**src/rtl/bsel_wr_seq.sv**
```systemverilog
module bsel_wr_seq #(
  parameter int PTR_W = 21,
  parameter int DAT_W = 8
) (
  input  logic             clk,
  input  logic             rst_n,
  input  logic             start_i,
  input  logic [PTR_W-1:0] ptr_i,
  input  logic [DAT_W-1:0] latch_i,
  input  logic             postinc_i,
  output logic [2*DAT_W-1:0] ad_o,
  output logic             ad_oe_o,
  output logic [PTR_W-2*DAT_W-2:0] addr_hi_o,
  output logic             ale_o,
  output logic             oe_n_o,
  output logic             wrh_n_o,
  output logic             wrl_n_o,
  output logic             ba0_o,
  output logic             ub_n_o,
  output logic             lb_n_o,
  output logic             done_o,
  output logic [PTR_W-1:0] ptr_o
);
  localparam int AD_W = 2 * DAT_W;
  localparam int HI_W = PTR_W - AD_W - 1;

  logic             busy_q, wcyc_q, inc_q, done_q;
  logic [1:0]       ph_q;
  logic [PTR_W-1:0] ptr_q, ptr_out_q;
  logic [DAT_W-1:0] lat_q;

  always_ff @(posedge clk or negedge rst_n) begin
    if (!rst_n) begin
      busy_q    <= 1'b0;
      wcyc_q    <= 1'b0;
      inc_q     <= 1'b0;
      done_q    <= 1'b0;
      ph_q      <= 2'd0;
      ptr_q     <= '0;
      ptr_out_q <= '0;
      lat_q     <= '0;
    end else begin
      done_q <= 1'b0;
      if (!busy_q) begin
        if (start_i) begin
          busy_q <= 1'b1;
          wcyc_q <= 1'b0;
          ph_q   <= 2'd0;
          ptr_q  <= ptr_i;
          lat_q  <= latch_i;
          inc_q  <= postinc_i;
        end
      end else begin
        ph_q <= ph_q + 2'd1;
        if (ph_q == 2'd3) begin
          if (!wcyc_q) begin
            wcyc_q <= 1'b1;
          end else begin
            busy_q    <= 1'b0;
            done_q    <= 1'b1;
            ptr_out_q <= ptr_q + PTR_W'(inc_q);
          end
        end
      end
    end
  end

  logic wr_act, in_q1;
  assign wr_act = busy_q & wcyc_q;
  assign in_q1  = wr_act & (ph_q == 2'd0);

  assign ad_oe_o   = wr_act;
  assign ad_o      = !wr_act ? '0 : in_q1 ? ptr_q[AD_W:1] : {lat_q, lat_q};
  assign addr_hi_o = wr_act ? ptr_q[PTR_W-1 -: HI_W] : '0;
  assign ale_o     = in_q1;
  assign oe_n_o    = 1'b1;
  assign wrh_n_o   = !(wr_act && ph_q == 2'd2);
  assign wrl_n_o   = 1'b1;
  assign ba0_o     = wr_act & ptr_q[0];
  assign ub_n_o    = !(wr_act && ptr_q[0]);
  assign lb_n_o    = !(wr_act && !ptr_q[0]);
  assign done_o    = done_q;
  assign ptr_o     = ptr_out_q;

  assert_one_byte_R3: assert property (@(posedge clk) disable iff (!rst_n)
    !wrh_n_o |-> (ub_n_o != lb_n_o));
  assert_dual_copy_R1: assert property (@(posedge clk) disable iff (!rst_n)
    !wrh_n_o |-> (ad_oe_o && ad_o[AD_W-1:DAT_W] == ad_o[DAT_W-1:0]));
  assert_wrh_single_R2: assert property (@(posedge clk) disable iff (!rst_n)
    $fell(wrh_n_o) |=> wrh_n_o);
  assert_ale_then_data_R4: assert property (@(posedge clk) disable iff (!rst_n)
    ale_o |=> (ad_oe_o && !ale_o));
  assert_done_pulse_R9: assert property (@(posedge clk) disable iff (!rst_n)
    done_o |=> !done_o);
  assert_released_R7: assert property (@(posedge clk) disable iff (!rst_n)
    !busy_q |-> !ad_oe_o);
  assert_busy_hold_R8: assert property (@(posedge clk) disable iff (!rst_n)
    (busy_q && start_i && !(wcyc_q && ph_q == 2'd3)) |=> ($stable(lat_q) && $stable(ptr_q) && busy_q));
endmodule

```
**config.mk**
```make
export PLATFORM = sky130hd
export DESIGN_NAME = bsel_wr_seq
export DESIGN_NICKNAME = d
export VERILOG_FILES = /design/src/rtl/bsel_wr_seq.sv
export SDC_FILE = /design/constraint.sdc
export NUM_CORES = 1
export LEC_CHECK = 0
export BUFFER_PORTS_ARGS = -buffer_cell sky130_fd_sc_hd__buf_2
export CORE_ASPECT_RATIO = 1.4
export CORE_MARGIN = 2
export CORE_UTILIZATION = 40
export CTS_CLUSTER_SIZE = 14
export DETAILED_ROUTE_END_ITERATION = 8
export GPL_TIMING_DRIVEN = 0
export SYNTH_ARGS = -nofsm -noshare
export SYNTH_HDL_FRONTEND = slang
export SYNTH_SLANG_ARGS = --single-unit
```
**constraint.sdc**
```tcl
create_clock -name clk -period 2.3 [get_ports clk]
set_input_delay 0.115 -clock clk [delete_from_list [all_inputs] [get_ports clk]]
set_output_delay 0.115 -clock clk [all_outputs]
set_load 0.03 [all_outputs]
```
==> results.yml <==
routing:
  vias_per_cell: 4.88
  drtIter0Drc: 89
  routed_wl_um: 6630
  drtAntennaViolNets: 0
  num_vias: 2262
  firstDrtPassIters: 6
  routedWlPerCell_um: 14.3
  drcViolationCount: 0
synth:
  yosysTopAreaCellShare_pct: 49.8
  async_flop_share_pct: 100
  synth_top_area_cell: "dfrtp_1"
  syn_area_per_cell_um2: 10.1
  synth_top_flop_cell: "dfrtp_1"
  synth.area.top_cells: "dfrtp_1, mux2_2, nand2_1"
  yosysMostFrequentCell: "dfrtp_1"
  synth_cell_types: 34
  synth_edf_count: 0
  yosysSeqAreaShare_pct: 49.8
  synthCells: 278
  ys_ff_latch: 56
  yosys_warnings: 0
  netlist_area_um2: 2820
  synth_common_cells: "dfrtp_1, nand2_1, mux2_2"
setup_path:
  crit_buf_inv: 3
  cp-start-kind: "flop"
  path_max_fanout: 10
  required_ns: 2.18
  worst_r2r_endpoint: "ptr_o[18]"
  critPathCaptureType: "output port"
  slowest_delay_ns: 0.41
  crit_start: "ph_q[0]"
  r2r-start: "ptr_q[0]"
  slowest_stage: "dfrtp_1"
  rrSetupSlack_ns: 0.45
  critPathKind: "flop to output port"
  ff2ff_path_depth: 6
  path_delay_family: "buffers and inverters"
  endpoint: "ad_o[11]"
  crit_chain: "inv_1 > ha_1 > clkbuf_1 > nand2_1 > a21oi_1 > buf_2"
  crit_cells: 6
  cp.arrival_ns: 1.92
global_routing:
  grt_max_degree: 57
  grt_pass1_wl_um: 10100
  antenna_found_initial: 0
  overflow: 0
  grt_pass1_vias: 2044
  gr-usage-all-layers_pct: 17.5
layout:
  fin_cells: 464
  drive_gt1_share_pct: 35.2
  synthToLayoutAreaGrowth_pct: 22.8
  layout.nets: 406
  utilization_pct: 50.2
  antenna_cells: 0
  nFillCells: 676
cts:
  clock-sinks: 56
  cts_made_buffers: 5
  tritoncts: "done"
  clk_pin_slew_ns: 0.11
  ctsHtreeMaxLevel: 2
  clock_latency_ns: 0.31
  cts_setup_buffers: 0
  ctsLongestPathBuffers: 2
  clock-root-buffer: "clkbuf_8"
placed_design:
  placed_cells: 454
  io_buffers: 80
  gp_congestion: 0.807
  dpl.hpwl_um: 5090
floorplan:
  die_w_um: 74.9
  die_area_um2: 7740
  die_h_um: 103
  start_util_pct: 40.9
  ios: 83
  rows: 36
  core_area_um2: 6890
sta:
  finalSetupTns_ns: 0
  max_slew_margin_pct: 59.0
  hold_ws_ns: 0.0121
  skew_ns: 0.0118
  period_share_pct: 88.6
  finalSetupViolCount: 0
  fmax_mhz: 491
  drv_slew: 0
  worst_slew_pin_slew_ns: 0.616
  grt_setup_unrepaired: "no"
  hold_violations: 0
  timing.final.crit_period_ns: 2.04
pwr:
  power_density_nw_per_um2: 1680
  power.share.switching_pct: 51.4
  power.share.clock_pct: 9.5
  p_comb_share_pct: 56.9
  p_sw_mw: 2.98
  vdd_drop_max_uv: 839
  p_seq_share_pct: 33.6
  power_leakage_nw: 1.63
  p_int_mw: 2.82
job:
  cap_violations: 0
hold_path:
  hold_path_class: "input port to flop"
status:
  outcome: "finished, final reports clean"
==> cell usage in the layout, fill, tap and decap left out <==
| cell type | n |
|---|---|
| a21oi_1 | 16 |
| a31o_2 | 1 |
| a31oi_1 | 1 |
| and2_1 | 3 |
| and3_1 | 4 |
| and4_1 | 1 |
| buf_12 | 1 |
| buf_2 | 84 |
| buf_4 | 2 |
| clkbuf_1 | 9 |
| clkbuf_2 | 2 |
| clkbuf_8 | 5 |
| clkinv_1 | 1 |
| clkinv_4 | 1 |
| clkinvlp_4 | 1 |
| conb_1 | 2 |
| dfrtp_1 | 56 |
| dlygate4sd3_1 | 1 |
| ha_1 | 5 |
| inv_1 | 8 |
| mux2_2 | 28 |
| mux2i_1 | 3 |
| nand2_1 | 52 |
| nand2b_1 | 9 |
| nand3_1 | 8 |
| nand4_1 | 6 |
| nand4_4 | 2 |
| nor2_1 | 6 |
| nor2b_1 | 1 |
| nor3_1 | 3 |
| nor3_4 | 1 |
| nor4_1 | 6 |
| nor4_4 | 1 |
| o21ai_0 | 18 |
| o21ai_1 | 4 |
| o21ai_2 | 1 |
| o31ai_1 | 1 |
| xnor2_1 | 11 |
| xor2_1 | 4 |
==> power by group through the flow <==
stage / registers (mW) / logic [mW] / clock network [mW]
finish: 1.95 / 3.30 / 0.551
global route: 2.02 / 3.61 / 0.602
CTS: 1.94 / 3.34 / 0.564
detailed placement: 1.97 / 3.33 / 0
global placement: 1.95 / 3.30 / 0
floorplan: 2.20 / 2.11 / 0
==> stage by stage <==
step	setup WS (ns)	power (mW)	cell area [um2]
final	0.261	5.80	3460
after global placement	0.445	5.25	3340
after CTS	0.165	5.85	3430
after global routing	0.0764	6.23	3460
after floorplan	0.576	4.31	2820
after detailed placement	0.436	5.30	3340
==> sequential cells by signal, summed over array words and instances (netlist names) <==
register / count
lat_q: 8
ptr_o: 21
inc_q: 1
wcyc_q: 1
done_o: 1
ptr_q: 21
ph_q: 2
busy_q: 1
==> worst register-to-register path: stages (launching register included) <==
cell	delay (ns)
dfrtp_1	0.41
ha_1	0.24
ha_1	0.20
nand3_1	0.29
nor3_4	0.31
mux2i_1	0.22
nand3_1	0.08
==> how the worst min path moves through the flow <==
stage                         start  depth (start not counted)   endpoint
after global placement    ptr_i[17]                          3  ptr_q[17]
after CTS                 ptr_i[17]                          3  ptr_q[17]
after global routing       ptr_i[0]                          2   ptr_q[0]
after floorplan               rst_n                          0     busy_q
after detailed placement  ptr_i[12]                          3  ptr_q[12]
final                     ptr_i[12]                          3  ptr_q[12]
==> metal layers <==
layer	up-vias	global-route usage (%)	share of wire, %	routed length [um]
li1	1129	-	-	-
met1	1069	22.6	43	2880
met2	56	29.8	52	3420
met3	8	3.00	3.8	252
met4	0	4.81	1.2	81
met5	-	0	0	0
==> logic make-up after synthesis <==
kind of cell / share of synthesized area (%)
adder cells (fa/ha/maj): 2.22
XOR/XNOR: 4.66
other: 0.133
flip-flops: 49.8
multiplexers: 12.3
AO/OA/AOI/OAI: 7.86
AND/OR/NAND/NOR: 19.3
buffers and inverters: 3.82
==> what timing repair did <==
action,4_1_cts,5_1_grt
resized for setup,0,2
endpoints found under the setup margin,0,2
hold endpoints to repair,0,25
hold buffers,0,1
==> layout make-up <==
| cell class | instances | area (um2) | share of cell area (%) |
|---|---|---|---|
| Sequential cell | 56 | 1400 | 40.5 |
| Clock buffer | 6 | 72.6 | 2.10 |
| Tap cell | 95 | 119 | 3.44 |
| Inverter | 9 | 33.8 | 0.976 |
| Multi-Input combinational cell | 198 | 1310 | 37.9 |
| Clock inverter | 2 | 16.3 | 0.470 |
| Buffer | 16 | 75.1 | 2.17 |
| Timing Repair Buffer | 82 | 430 | 12.4 |
No activity file was read; power rests on OpenSTA's default activity.
